`src/rtl/edge_irq_ctrl.sv`:
```
module edge_irq_ctrl #(
  parameter int LINES = 16
) (
  input  logic             clk,
  input  logic             rst_n,
  input  logic [LINES-1:0] line_in,
  input  logic             wr_en,
  input  logic [1:0]       wr_sel,
  input  logic [LINES-1:0] wr_data,
  output logic [6:0]       irq_out
);
  localparam int DIRECT = 5;
  localparam int GRP_A_HI = 9;

  logic [LINES-1:0] sync1, sync2, last;
  logic [LINES-1:0] rise_en, fall_en, mask, pend;
  logic [LINES-1:0] hit, clr, active;

  assign hit    = (sync2 & ~last & rise_en) | (~sync2 & last & fall_en);
  assign clr    = (wr_en && wr_sel == 2'd3) ? wr_data : '0;
  assign active = pend & mask;

  always_ff @(posedge clk or negedge rst_n) begin
    if (!rst_n) begin
      sync1 <= '0;
      sync2 <= '0;
      last  <= '0;
    end else begin
      sync1 <= line_in;
      sync2 <= sync1;
      last  <= sync2;
    end
  end

  always_ff @(posedge clk or negedge rst_n) begin
    if (!rst_n) begin
      rise_en <= '0;
      fall_en <= '0;
      mask    <= '0;
    end else if (wr_en) begin
      case (wr_sel)
        2'd0:    rise_en <= wr_data;
        2'd1:    fall_en <= wr_data;
        2'd2:    mask    <= wr_data;
        default: ;
      endcase
    end
  end

  always_ff @(posedge clk or negedge rst_n) begin
    if (!rst_n) pend <= '0;
    else        pend <= (pend & ~clr) | hit;
  end

  for (genvar i = 0; i < DIRECT; i++) begin : g_direct
    assign irq_out[i] = active[i];
  end
  assign irq_out[5] = |active[GRP_A_HI:DIRECT];
  assign irq_out[6] = |active[LINES-1:GRP_A_HI+1];

  // a written 1 without a simultaneous hit empties the flag
  a_r7_clear: assert property (@(posedge clk) disable iff (!rst_n)
    1'b1 |=> (pend & $past(clr & ~hit)) == '0);

  // a detected hit always leaves its flag set
  a_r8_edge_wins: assert property (@(posedge clk) disable iff (!rst_n)
    (hit != '0) |=> (pend & $past(hit)) == $past(hit));

  // a flag can only rise on a line that has some enable
  a_r5_no_enable_no_set: assert property (@(posedge clk) disable iff (!rst_n)
    1'b1 |=> ((pend & ~$past(pend)) & ~$past(rise_en | fall_en)) == '0);

  // without a clear, a set flag holds
  a_r7_hold: assert property (@(posedge clk) disable iff (!rst_n)
    (clr == '0) |=> (pend & $past(pend)) == $past(pend));

  // a masked line never drives a request
  a_r6_mask_gate: assert property (@(posedge clk) disable iff (!rst_n)
    (mask == '0) |-> irq_out == '0);
endmodule

```
`config.mk`:
```
export PLATFORM = sky130hd
export DESIGN_NAME = edge_irq_ctrl
export DESIGN_NICKNAME = d
export VERILOG_FILES = /design/src/rtl/edge_irq_ctrl.sv
export SDC_FILE = /design/constraint.sdc
export NUM_CORES = 1
export LEC_CHECK = 0
export BUFFER_PORTS_ARGS = -buffer_cell sky130_fd_sc_hd__buf_4
export CORE_ASPECT_RATIO = 0.9
export CORE_MARGIN = 2
export CORE_UTILIZATION = 57
export CTS_CLUSTER_DIAMETER = 150
export DETAILED_ROUTE_END_ITERATION = 16
export PLACE_DENSITY_LB_ADDON = 0.25
export REMOVE_ABC_BUFFERS = 1
export SLEW_MARGIN = 20
export SYNTH_ARGS = -nofsm -noshare
export SYNTH_HDL_FRONTEND = slang
export SYNTH_SLANG_ARGS = --single-unit
```
`constraint.sdc`:
```
create_clock -name clk -period 1.15 [get_ports clk]
set_input_delay 0.115 -clock clk [delete_from_list [all_inputs] [get_ports clk]]
set_output_delay 0.115 -clock clk [all_outputs]
set_load 0.02 [all_outputs]
```
# Word level (Yosys, flattened, before mapping)
# Index checks and enable logic that the tools add are counted.
# op_classes
n_eq_ne,3
mux,1
bitwise,11
n_reduce_logical,7
# ops
cell,count
$and A16 B16 Y16,6
$not A16 Y16,3
$or A16 B16 Y16,2
$mux W16,1
$reduce_and A2 Y1,3
$reduce_or A6 Y1,1
$reduce_or A5 Y1,1
$eq A2 B2 Y1 const B,2
$eq A2 B1 Y1 const B,1
$logic_not A2 Y1,1
$logic_and A1 B1 Y1,1
# word_totals
regBits,112
in_bits,37
output_inout_bits,7
elab_cells,29

# Logic depth before layout (Yosys ltp)
# logic_depth
word_depth,6
ltp_mapped,4

# Worst setup path before layout
# OpenSTA, ideal clock, no wires.
# synth_path
path_type,input-to-reg
from,in wr_sel[1]
to,reg rise_en[10]
arrival_time_ns,1.112
t_required_ns,1.025
setup_slack_ns,-0.087
path_stages,4
path_buffers,2
cell_sequence,buf_4 nor3b_4 buf_6 mux2_2
# synth_between
elab_chain_cells,2
# synth_rtl
element,line,rtl
"start, declared",8,"input logic [1:0] wr_sel,"
$logic_not A2 Y1,41,case (wr_sel)
$reduce_and A2 Y1 (no line),--,
"end signal, assigned",42,2'd0: rise_en <= wr_data;
"end, declared",16,"logic [LINES-1:0] rise_en, fall_en, mask, pend;"
# Every way passes these cells.
# A chain may end at the register's enable or synchronous reset.

# Final worst setup path
# layout_path
from,reg mask[5]
to,out irq_out[5]
# layout_between
elab_chain_cells,2
# layout_rtl
element,line,rtl
"start, declared",16,
"start signal, assigned",44,2'd2: mask <= wr_data;
$and A16 B16 Y16,21,assign active = pend & mask;
$reduce_or A5 Y1,58,assign irq_out[5] = |active[GRP_A_HI:DIRECT];
"end, declared",10,output logic [6:0] irq_out
# Every way passes these cells.

==> results by group <==
Setup path
  • Critical Path AT: around 1.3 ns
  • Worst Path Required: 1.03 ns
  • Sequence of cells on the critical path: a222oi_1, nand2_1, buf_4
  • CP max stage cell: dfrtp_1
  • Crit. End Element: output pin
  • Worst setup SP type: flop
  • Crit-path leading delay family: flip-flops
  • CP Depth: 3
  • Depth of the worst register-to-register path: 3
  • Critical Path Max Stage Delay: 0.38 ns
  • Crit-path max FO: 2
  • WP buf/inv: 1
  • Critical path type: flop to output pin

Place
  • Pre-CTS setup slack: -0.0199 ns
  • Placed cell area: 0.00454 mm²
  • Routability cong.: 0.739
  • I/O Buffers: between 40 and 50
  • DP HPWL: between 4 and 5 mm

Clock network
  • Worst-Skew Late Latency: 0.36 ns
  • CTS tree: yes
  • TritonCTS Buffers: 9
  • Clk buf depth: 2
  • H-tree Lvls: 3
  • Clock root buffer: clkbuf_8
  • Clock sink total: 112
  • Worst-path clk slew: 0.10 ns

Die
  • Die area: 0.00779 mm²
  • Die H: 83.9 µm
  • Initial core utilization: 0.581
  • Core Area: 0.00697 mm²
  • # rows: 29
  • Die width: about 93 µm
  • IO Pins: 44

STA
  • Fmax: approximately 700 MHz
  • Actual slew at the worst max-slew pin: 0.411 ns
  • Setup repair after global routing missed its margin: true
  • Clk_skew: 0.00693 ns
  • Max-slew violation count: 0
  • Rel. slew slack: 0.726
  • Final Setup Violations: 4
  • Final hold viol count: 0
  • Fin Setup TNS: -0.502 ns
  • Tmin final: 1.42 ns
  • Fin crit share: 1.24
  • Min setup slack post-route: -0.272 ns

Routing
  • Via/cell ratio: 5.48
  • Routed Antenna Nets: 0
  • Residual DRC: 0
  • TritonRoute pass-1 iters: 6
  • DR vias: 2,355
  • Final WL: 7.20 mm
  • Initial DRC count: 109
  • Drt wl/cell: between 15 and 20 µm

Logic synthesis
  • Mapped Area: 0.00405 mm²
  • Largest family of logic cells by synthesized area: multiplexers
  • Cell variety after synth: 16
  • Synthesized area per cell: 16.3 µm²
  • Synth Area in Adders: 0
  • Post-Synth XOR/XNOR Area: 0
  • FF+latch count, synth: between 100 and 150
  • Cell count after synthesis: 248
  • Mux cell area share after synthesis: 0.134
  • Sequential share of the synthesized area: 0.693
  • Yosys warns: 0
  • Synth Area in Simple Gates: 0.109
  • Synth Area in Compound Gates: 0.0495

GRT
  • First-pass GRT wire length: 11.8 mm
  • GRT Overall Usage: 0.199
  • Number of global-route vias before repair: 2,410
  • Largest net degree at the start of global routing: 82
  • Total gr overflow: 0
  • Initial antenna violation count: 0

Run status
  • Violated checks: negative setup slack
  • Status: complete, but fails checks

Final layout
  • Number of diodes: 0
  • Fin util: 0.726
  • Multi-input logic area: 0.00121 mm²
  • Layout Nets: 369
  • Most frequent cells in the layout: 112 x dfrtp_1, 53 x buf_4, 48 x mux2_2
  • Storage cell area: 0.00280 mm²
  • Share of post-route cells with drive strength above 1: 0.404
  • Post-route cell area: just over 0.005 mm²
  • Filler cells: about 460
  • Most common cell after layout, fill and taps aside: dfrtp_1
  • Syn-to-layout area delta: 25.1%

Job
  • Maxcap violations: 0

Hold path
  • Hold Path Class: input port to flop
  • Hold depth: 2

Pwr
  • Sw frac: 0.235
  • Leakage power: 2.26 nW
  • Peak VDD IR: around 1200 µV
  • Internal: 0.00644 W
  • Logic gate share of total power: 0.149
  • Pwr dens: 1660 mW/mm²
  • Tot Pwr: 0.00841 W
  • Switching power: between 0.0015 and 0.002 W
  • Sequential power share: 0.561
  • Clk pwr share: 0.290
-- cell usage after synthesis --
master    count  share of area
nand4_1      16          0.025
a221o_1      16          0.040
nand3b_4      2         0.0099
buf_2         5         0.0062
nor2b_1      16          0.025
nor3b_4       1         0.0046
nand3_1       1         0.0012
and2_1        5         0.0077
a22oi_1       4         0.0074
a222oi_1      1         0.0025
buf_4         2         0.0037
dfrtp_1     112           0.69
and3b_1      16          0.035
mux2_2       48           0.13
nand2_1       1        0.00093
buf_6         2         0.0056
-- registers in the layout, indices dropped and copies added (netlist names) --
name / cells
rise_en: 16
pend: 16
mask: 16
sync2: 16
last: 16
fall_en: 16
sync1: 16
-- through the flow --
step	cells	hold slack, ns
6_report	430	0.0110
5_1_grt	430	0.00277
4_1_cts	423	0.000187
3_5_place_dp	387	-0.0877
3_3_place_gp	387	-0.0861
2_1_floorplan	239	-0.181
-- path summary, 6_finish.rpt --
| path | from | to | slack (ns) |
|---|---|---|---|
| worst max-delay path | mask[5]$_DFFE_PN0P_ | irq_out[5] | -0.27 |
| worst min-delay path | wr_data[13] | mask[13]$_DFFE_PN0P_ | 0.01 |
| min in group asynchronous | rst_n | last[4]$_DFF_PN0_ | 0.07 |
| max in group asynchronous | rst_n | rise_en[3]$_DFFE_PN0P_ | 0.51 |
| worst max register to register | mask[3]$_DFFE_PN0P_ | mask[3]$_DFFE_PN0P_ | 0.12 |
| worst min register to register | sync1[1]$_DFF_PN0_ | sync2[1]$_DFF_PN0_ | 0.35 |
-- final cells by class --
class                           count  area share
Multi-Input combinational cell    127       0.240
Tap cell                           93      0.0230
Clock buffer                       10      0.0252
Clock inverter                      6      0.0166
Timing Repair Buffer               82       0.141
Sequential cell                   112       0.554
-- repair_timing --
item	in CTS	in global routing
pin swaps	1	3
setup buffers	1	5
hold endpoints to repair	130	2
resized for setup	14	1
hold buffers	19	2
setup endpoints to repair	7	7
-- metal layers --
metal	vias up	track usage	wire [µm]	part of all wire
met1	1212	0.279	3270	0.45
met2	46	0.304	3520	0.49
met5	-	0	0	0
met3	15	0.0578	313	0.043
met4	0	0.0628	97	0.013
li1	1082	-	-	-
-- power by group through the flow --
| stage | clock network, W | logic [W] | registers, W |
|---|---|---|---|
| after global routing | 0.00265 | 0.00137 | 0.00478 |
| after CTS | 0.00250 | 0.00121 | 0.00471 |
| after floorplan | 0 | 0.000622 | 0.00468 |
| final | 0.00244 | 0.00125 | 0.00472 |
| after detailed placement | 0 | 0.00106 | 0.00477 |
| after global placement | 0 | 0.00102 | 0.00475 |
-- kinds of logic (layout without fill, tap and decap cells) --
kind of cell / Yosys count / after routing
and+or+nand+nor: 58 / 58
DFF: 112 / 112
buffers and inverters: 9 / 98
AOI/OAI and AO/OA: 21 / 21
muxes: 48 / 48
-- worst reg2reg max path, delay by kind of cell, from the launching register on --
family	cells	cell delay (ns)
muxes	1	0.26
DFF	1	0.41
buffers and inverters	2	0.26
Power figures use the tool's default switching activity.
